<file path="src/rtl/irq_pick_pkg.sv">
package irq_pick_pkg;

    typedef enum logic [1:0] {
        LVL_USER  = 2'd0,
        LVL_SUPER = 2'd1,
        LVL_MACH  = 2'd3
    } lvl_e;

    function automatic lvl_e decode_lvl(input logic [1:0] code);
        lvl_e l;
        unique case (code)
            2'd1:    l = LVL_SUPER;
            2'd3:    l = LVL_MACH;
            default: l = LVL_USER;
        endcase
        return l;
    endfunction

endpackage

</file>
<file path="src/rtl/irq_gate.sv">
module irq_gate
    import irq_pick_pkg::*;
#(
    parameter int XLEN = 32
) (
    input  logic [XLEN-1:0] pend_i,
    input  logic [XLEN-1:0] en_i,
    input  logic [XLEN-1:0] deleg_i,
    input  logic [1:0]      priv_i,
    input  logic            mie_i,
    input  logic            sie_i,
    output logic [XLEN-1:0] elig_o,
    output lvl_e            lvl_o
);

    logic [XLEN-1:0] cand;
    logic            mach_on;
    logic            sup_on;
    lvl_e            lvl;

    assign lvl  = decode_lvl(priv_i);
    assign cand = pend_i & en_i;

    always_comb begin
        unique case (lvl)
            LVL_USER: begin
                mach_on = 1'b1;
                sup_on  = 1'b1;
            end
            LVL_SUPER: begin
                mach_on = 1'b1;
                sup_on  = sie_i;
            end
            LVL_MACH: begin
                mach_on = mie_i;
                sup_on  = 1'b0;
            end
            default: begin
                mach_on = 1'b0;
                sup_on  = 1'b0;
            end
        endcase
    end

    assign elig_o = (cand & ~deleg_i & {XLEN{mach_on}})
                  | (cand &  deleg_i & {XLEN{sup_on}});
    assign lvl_o  = lvl;

endmodule

</file>
<file path="src/rtl/irq_lsb_find.sv">
module irq_lsb_find #(
    parameter int XLEN = 32,
    localparam int IW  = $clog2(XLEN)
) (
    input  logic [XLEN-1:0] vec_i,
    output logic            hit_o,
    output logic [IW-1:0]   idx_o
);

    always_comb begin
        hit_o = 1'b0;
        idx_o = '0;
        for (int b = XLEN - 1; b >= 0; b--) begin
            if (vec_i[b]) begin
                hit_o = 1'b1;
                idx_o = IW'(b);
            end
        end
    end

endmodule

</file>
<file path="src/rtl/irq_pick_top.sv">
module irq_pick_top
    import irq_pick_pkg::*;
#(
    parameter int XLEN       = 32,
    parameter bit REGISTERED = 1'b1,
    localparam int IW        = $clog2(XLEN)
) (
    input  logic            clk,
    input  logic            rst,
    input  logic [XLEN-1:0] pend_i,
    input  logic [XLEN-1:0] en_i,
    input  logic [XLEN-1:0] deleg_i,
    input  logic [1:0]      priv_i,
    input  logic            mie_i,
    input  logic            sie_i,
    output logic            take_o,
    output logic [IW-1:0]   take_idx_o
);

    logic [XLEN-1:0] elig;
    lvl_e            lvl;
    logic            sel_hit;
    logic [IW-1:0]   sel_idx;

    irq_gate #(.XLEN(XLEN)) u_gate (
        .pend_i  (pend_i),
        .en_i    (en_i),
        .deleg_i (deleg_i),
        .priv_i  (priv_i),
        .mie_i   (mie_i),
        .sie_i   (sie_i),
        .elig_o  (elig),
        .lvl_o   (lvl)
    );

    irq_lsb_find #(.XLEN(XLEN)) u_find (
        .vec_i (elig),
        .hit_o (sel_hit),
        .idx_o (sel_idx)
    );

    generate
        if (REGISTERED) begin : g_reg
            logic          q_hit;
            logic [IW-1:0] q_idx;

            always_ff @(posedge clk) begin
                if (rst) begin
                    q_hit <= 1'b0;
                    q_idx <= '0;
                end else begin
                    q_hit <= sel_hit;
                    q_idx <= sel_idx;
                end
            end

            assign take_o     = q_hit;
            assign take_idx_o = q_idx;

            a_r8_latency: assert property (@(posedge clk) disable iff (rst)
                1'b1 |=> (take_o == $past(sel_hit)) && (take_idx_o == $past(sel_idx)));
            a_r9_reset_clear: assert property (@(posedge clk)
                rst |=> !take_o && (take_idx_o == '0));
        end else begin : g_comb
            assign take_o     = sel_hit;
            assign take_idx_o = sel_idx;
        end
    endgenerate

    a_r1_cand_only: assert property (@(posedge clk) disable iff (rst)
        sel_hit |-> (pend_i[sel_idx] && en_i[sel_idx]));
    a_r4_no_deleg_in_mach: assert property (@(posedge clk) disable iff (rst)
        (sel_hit && lvl == LVL_MACH) |-> !deleg_i[sel_idx]);
    a_r5_lowest_wins: assert property (@(posedge clk) disable iff (rst)
        sel_hit |-> ((elig & ((XLEN'(1) << sel_idx) - XLEN'(1))) == '0));
    a_r6_idle_zero: assert property (@(posedge clk) disable iff (rst)
        !sel_hit |-> (sel_idx == '0) && (elig == '0));

endmodule

</file>
<file path="config.mk">
export PLATFORM = sky130hd
export DESIGN_NAME = irq_pick_top
export DESIGN_NICKNAME = d
export VERILOG_FILES = /design/src/rtl/irq_pick_pkg.sv /design/src/rtl/irq_gate.sv /design/src/rtl/irq_lsb_find.sv /design/src/rtl/irq_pick_top.sv
export SDC_FILE = /design/constraint.sdc
export NUM_CORES = 1
export LEC_CHECK = 0
export ABC_AREA = 0
export BUFFER_PORTS_ARGS = -buffer_cell sky130_fd_sc_hd__buf_4
export CAP_MARGIN = 20
export CORE_UTILIZATION = 37
export DETAILED_ROUTE_END_ITERATION = 12
export PLACE_DENSITY = 0.73
export SLEW_MARGIN = 20
export SYNTH_ARGS = -nofsm -noshare
export SYNTH_HDL_FRONTEND = slang
export SYNTH_SLANG_ARGS = --single-unit
</file>
<file path="constraint.sdc">
create_clock -name clk -period 2 [get_ports clk]
set_clock_uncertainty 0.1 [all_clocks]
set_input_delay 0.4 -clock clk [delete_from_list [all_inputs] [get_ports clk]]
set_output_delay 0.4 -clock clk [all_outputs]
set_load 0.01 [all_outputs]
</file>
==> impl_metrics.prom <==
# TYPE chip_impl_metric gauge
chip_impl_metric{name="detail_route.wirelength",unit="um"} 5880
chip_impl_metric{name="async_flop_share",unit=""} 0
chip_impl_metric{name="powerDensity",unit="mW/mm2"} 333
chip_impl_metric{name="maxSlewHeadroom",unit=""} 0.736
chip_impl_metric{name="yosys.area_share.simple",unit=""} 0.412
chip_impl_metric{name="n_antenna_cell",unit=""} 0
chip_impl_metric{name="critical_path_required",unit="ps"} 2020
chip_impl_info{name="cts.root.buffer_cell",value="sky130_fd_sc_hd__clkbuf_8"} 1
chip_impl_metric{name="die_ar",unit="mm2"} 0.00426
chip_impl_metric{name="power.total",unit="mW"} 0.916
chip_impl_metric{name="cp_data_arrival_time",unit="ps"} 1980
chip_impl_metric{name="timing.final.hold_violations",unit=""} 0
chip_impl_metric{name="holdBufCountCts",unit=""} 0
chip_impl_metric{name="cts_made_buffers",unit=""} 3
chip_impl_metric{name="whs",unit="ps"} 251
chip_impl_metric{name="antenna_violations_before_repair",unit=""} 0
chip_impl_info{name="post_synth_main_area_contributors",value="sky130_fd_sc_hd__dfxtp_1, sky130_fd_sc_hd__o211ai_1, sky130_fd_sc_hd__nand2_1"} 1
chip_impl_metric{name="final-max-slew-violation-count",unit=""} 0
chip_impl_metric{name="synth_fa_ha_area_frac",unit=""} 0
chip_impl_metric{name="final-setup-viol-count",unit=""} 0
chip_impl_metric{name="routabilityCongestion",unit=""} 0.877
chip_impl_metric{name="global_route_wire_length_before_repair",unit="um"} 9140
chip_impl_info{name="cts_tree",value="done"} 1
chip_impl_metric{name="grt-ovfl-total",unit=""} 0
chip_impl_metric{name="timing.fmax",unit="GHz"} 0.509
chip_impl_metric{name="place.detailed.hpwl",unit="um"} 5060
chip_impl_metric{name="ys_seq_area_frac",unit=""} 0.0811
chip_impl_metric{name="post_synth_xor_area_fraction",unit=""} 0
chip_impl_metric{name="cells_after_synthesis",unit=""} 213
chip_impl_metric{name="clock_sinks",unit=""} 6
chip_impl_info{name="critPathKind",value="in2reg"} 1
chip_impl_metric{name="max_cap_violations",unit=""} 0
chip_impl_info{name="min_from",value="rst"} 1
chip_impl_info{name="setup.worst_path.start_class",value="input pin"} 1
chip_impl_metric{name="crit_path_max_incr_delay",unit="ps"} 340
chip_impl_metric{name="ir_drop",unit="V"} 0.000242
chip_impl_metric{name="cts.clk_slew.worst_paths",unit="ps"} 40
chip_impl_info{name="whs_endpoint",value="take_o"} 1
chip_impl_metric{name="layout_worst_path_cycle_share",unit=""} 0.983
chip_impl_info{name="rsz0062_at_grt",value="true"} 1
chip_impl_metric{name="clock_path_buffers",unit=""} 2
chip_impl_metric{name="final_critical_path_time_including_i_o_delays_and_setup",unit="ps"} 1970
chip_impl_metric{name="top_area_cell_type_share_of_the_netlist_area",unit=""} 0.0811
chip_impl_metric{name="drive_gt1_frac",unit=""} 0.476
chip_impl_metric{name="ioPinCount",unit=""} 108
chip_impl_metric{name="dr.first_iter.drc_count",unit=""} 120
chip_impl_metric{name="final_nets",unit=""} 463
chip_impl_metric{name="synthesized_nets",unit=""} 315
chip_impl_info{name="endpoint_type_of_the_worst_setup_path",value="register"} 1
chip_impl_metric{name="worstMarginPinSlew",unit="ps"} 395
chip_impl_metric{name="synth_edf_count",unit=""} 0
chip_impl_metric{name="worst_hold_path.num_cells",unit=""} 2
chip_impl_metric{name="dieHeight",unit="um"} 65.3
chip_impl_metric{name="detail_route.wl_per_cell",unit="um"} 14.4
chip_impl_info{name="critical_path.slowest_cell",value="sky130_fd_sc_hd__a221oi_4"} 1
chip_impl_metric{name="antenna_left",unit=""} 0
chip_impl_metric{name="layout-area-overhead-vs-synth",unit="%"} 85.7
chip_impl_metric{name="grt_pass1_vias",unit=""} 2233
chip_impl_metric{name="avgViaCountPerCell",unit=""} 5.76
chip_impl_info{name="synth.largest_area_cell",value="sky130_fd_sc_hd__dfxtp_1"} 1
chip_impl_metric{name="drt_first_pass_iters",unit=""} 5
chip_impl_metric{name="start_util",unit=""} 0.395
chip_impl_metric{name="yosysWarningCount",unit=""} 0
chip_impl_metric{name="synthesis.area",unit="mm2"} 0.00148
chip_impl_metric{name="worst-path-max-fanout",unit=""} 3
chip_impl_info{name="path_category_of_the_worst_min_delay_check",value="in2reg"} 1
chip_impl_metric{name="number_of_input_and_output_port_buffers_inserted",unit=""} 107
chip_impl_info{name="synth_flop_cell",value="sky130_fd_sc_hd__dfxtp_1"} 1
chip_impl_metric{name="largest_net_degree_at_the_start_of_global_routing",unit=""} 15
chip_impl_info{name="dominant_combinational_cell_family_by_area_after_synthesis",value="compound AO/OA/AOI/OAI gates"} 1
chip_impl_info{name="outcome",value="complete, no violations"} 1
chip_impl_metric{name="globalRouteTotalUtil",unit=""} 0.271
chip_impl_metric{name="power.leakage",unit="nW"} 1.34
chip_impl_info{name="worst_path_most_repeated_cell",value="sky130_fd_sc_hd__a211oi_1"} 1
chip_impl_metric{name="post_synth_mux_area_share",unit=""} 0
chip_impl_metric{name="share_of_the_synthesized_area_in_compound_gates_ao_oa_aoi_oai",unit=""} 0.452
chip_impl_metric{name="design.core.area",unit="mm2"} 0.00374
chip_impl_info{name="path_cells",value="buf_8 > and2b_2 > buf_6 > a221oi_4 > a221oi_2 > a211oi_1 > o211ai_1 > a211oi_1"} 1
chip_impl_metric{name="placementRows",unit=""} 22
chip_impl_metric{name="htreeDepth",unit=""} 1
chip_impl_metric{name="die-width",unit="um"} 65.3
chip_impl_metric{name="ys_types",unit=""} 53
chip_impl_metric{name="syn_area_per_cell",unit="um2"} 6.95
chip_impl_metric{name="drc_errors",unit=""} 0
chip_impl_metric{name="postSynthRegisterBits",unit=""} 6
chip_impl_metric{name="via_count",unit=""} 2346
==> power by group <==
group / total [mW] / switching (mW) / internal, mW
clock: 0.180 / 0.0507 / 0.129
sequential: 0.133 / 0.00295 / 0.130
combinational: 0.604 / 0.262 / 0.342
==> cell type report <==
class | instances | area, um2
Clock buffer | 3 | 41.3
Tap cell | 48 | 60.1
Multi-Input combinational cell | 195 | 1330
Fill cell | 332 | 995
Timing Repair Buffer | 152 | 1180
Inverter | 3 | 11.3
Sequential cell | 6 | 120
==> cells by family (layout without fill, tap and decap cells) <==
kind of cell / count (synthesis) / count (layout)
buffers and inverters: 12 / 158
flip-flops: 6 / 6
AO/OA/AOI/OAI: 90 / 90
AND/OR/NAND/NOR: 105 / 105
==> per-layer routing <==
| metal | up-vias | global-route usage | routed length (um) |
|---|---|---|---|
| met4 | 0 | 0.0734 | 62 |
| met3 | 6 | 0.0295 | 413 |
| met5 | - | 0 | 0 |
| li1 | 1162 | - | - |
| met1 | 1061 | 0.312 | 2380 |
| met2 | 117 | 0.518 | 3020 |
==> cell usage in the layout (no fill, tap or decap), types with 6 or more instances in the layout <==
| master | instances |
|---|---|
| sky130_fd_sc_hd__a21oi_1 | 10 |
| sky130_fd_sc_hd__o21ai_0 | 8 |
| sky130_fd_sc_hd__nand2_1 | 26 |
| sky130_fd_sc_hd__dfxtp_1 | 6 |
| sky130_fd_sc_hd__o211ai_1 | 15 |
| sky130_fd_sc_hd__nor2_1 | 12 |
| sky130_fd_sc_hd__nand3_1 | 12 |
| sky130_fd_sc_hd__nand3b_1 | 7 |
| sky130_fd_sc_hd__a31oi_1 | 9 |
| sky130_fd_sc_hd__and3_1 | 7 |
| sky130_fd_sc_hd__buf_4 | 146 |
| sky130_fd_sc_hd__nor2b_1 | 7 |
==> registers in the layout, indices dropped and copies added (netlist names) <==
register    flops
take_idx_o      5
take_o          1
==> through the flow <==
step                setup TNS, ps  instances  instance area [um2]  worst slack (ps)   util
floorplan                       0        213                 1480              86.8      -
global placement             -637        403                 2630              -185  0.702
detailed placement           -688        403                 2630              -216  0.702
CTS                             0        406                 2670              2.79  0.713
global route                -38.6        407                 2750             -23.1  0.734
finish                          0        407                 2750              34.5  0.734
==> Yosys cell counts (all sizes together), types with 4 or more instances <==
| cell type | count |
|---|---|
| nand3 | 12 |
| nand3b | 8 |
| dfxtp | 6 |
| nor2 | 12 |
| a311oi | 5 |
| o22ai | 4 |
| o21ai | 9 |
| a31oi | 9 |
| a21oi | 11 |
| nand2 | 27 |
| buf | 9 |
| and2 | 5 |
| a211oi | 5 |
| and3 | 7 |
| nand2b | 6 |
| nor4bb | 4 |
| nor3 | 5 |
| nor2b | 7 |
| o211ai | 15 |
==> repair_timing <==
| item | 4_1_cts | 5_1_grt |
|---|---|---|
| buffers inserted | 0 | 1 |
| gates resized for setup | 0 | 16 |
| endpoints found under the setup margin | 0 | 5 |
==> how the worst max path moves through the flow <==
stage                     startpoint            end  cells past startpoint
after floorplan                mie_i         take_o                      6
after detailed placement   priv_i[0]  take_idx_o[0]                      8
after global placement     priv_i[0]  take_idx_o[0]                      8
after CTS                  priv_i[0]  take_idx_o[0]                      8
final                          sie_i  take_idx_o[0]                      8
after global routing           sie_i         take_o                      8
==> critical path: cells and delay by family <==
kind	cells	cell delay, ps
simple gates	1	220
buf+inv	2	200
compound gates	5	1160
Power figures use the tool's default switching activity.
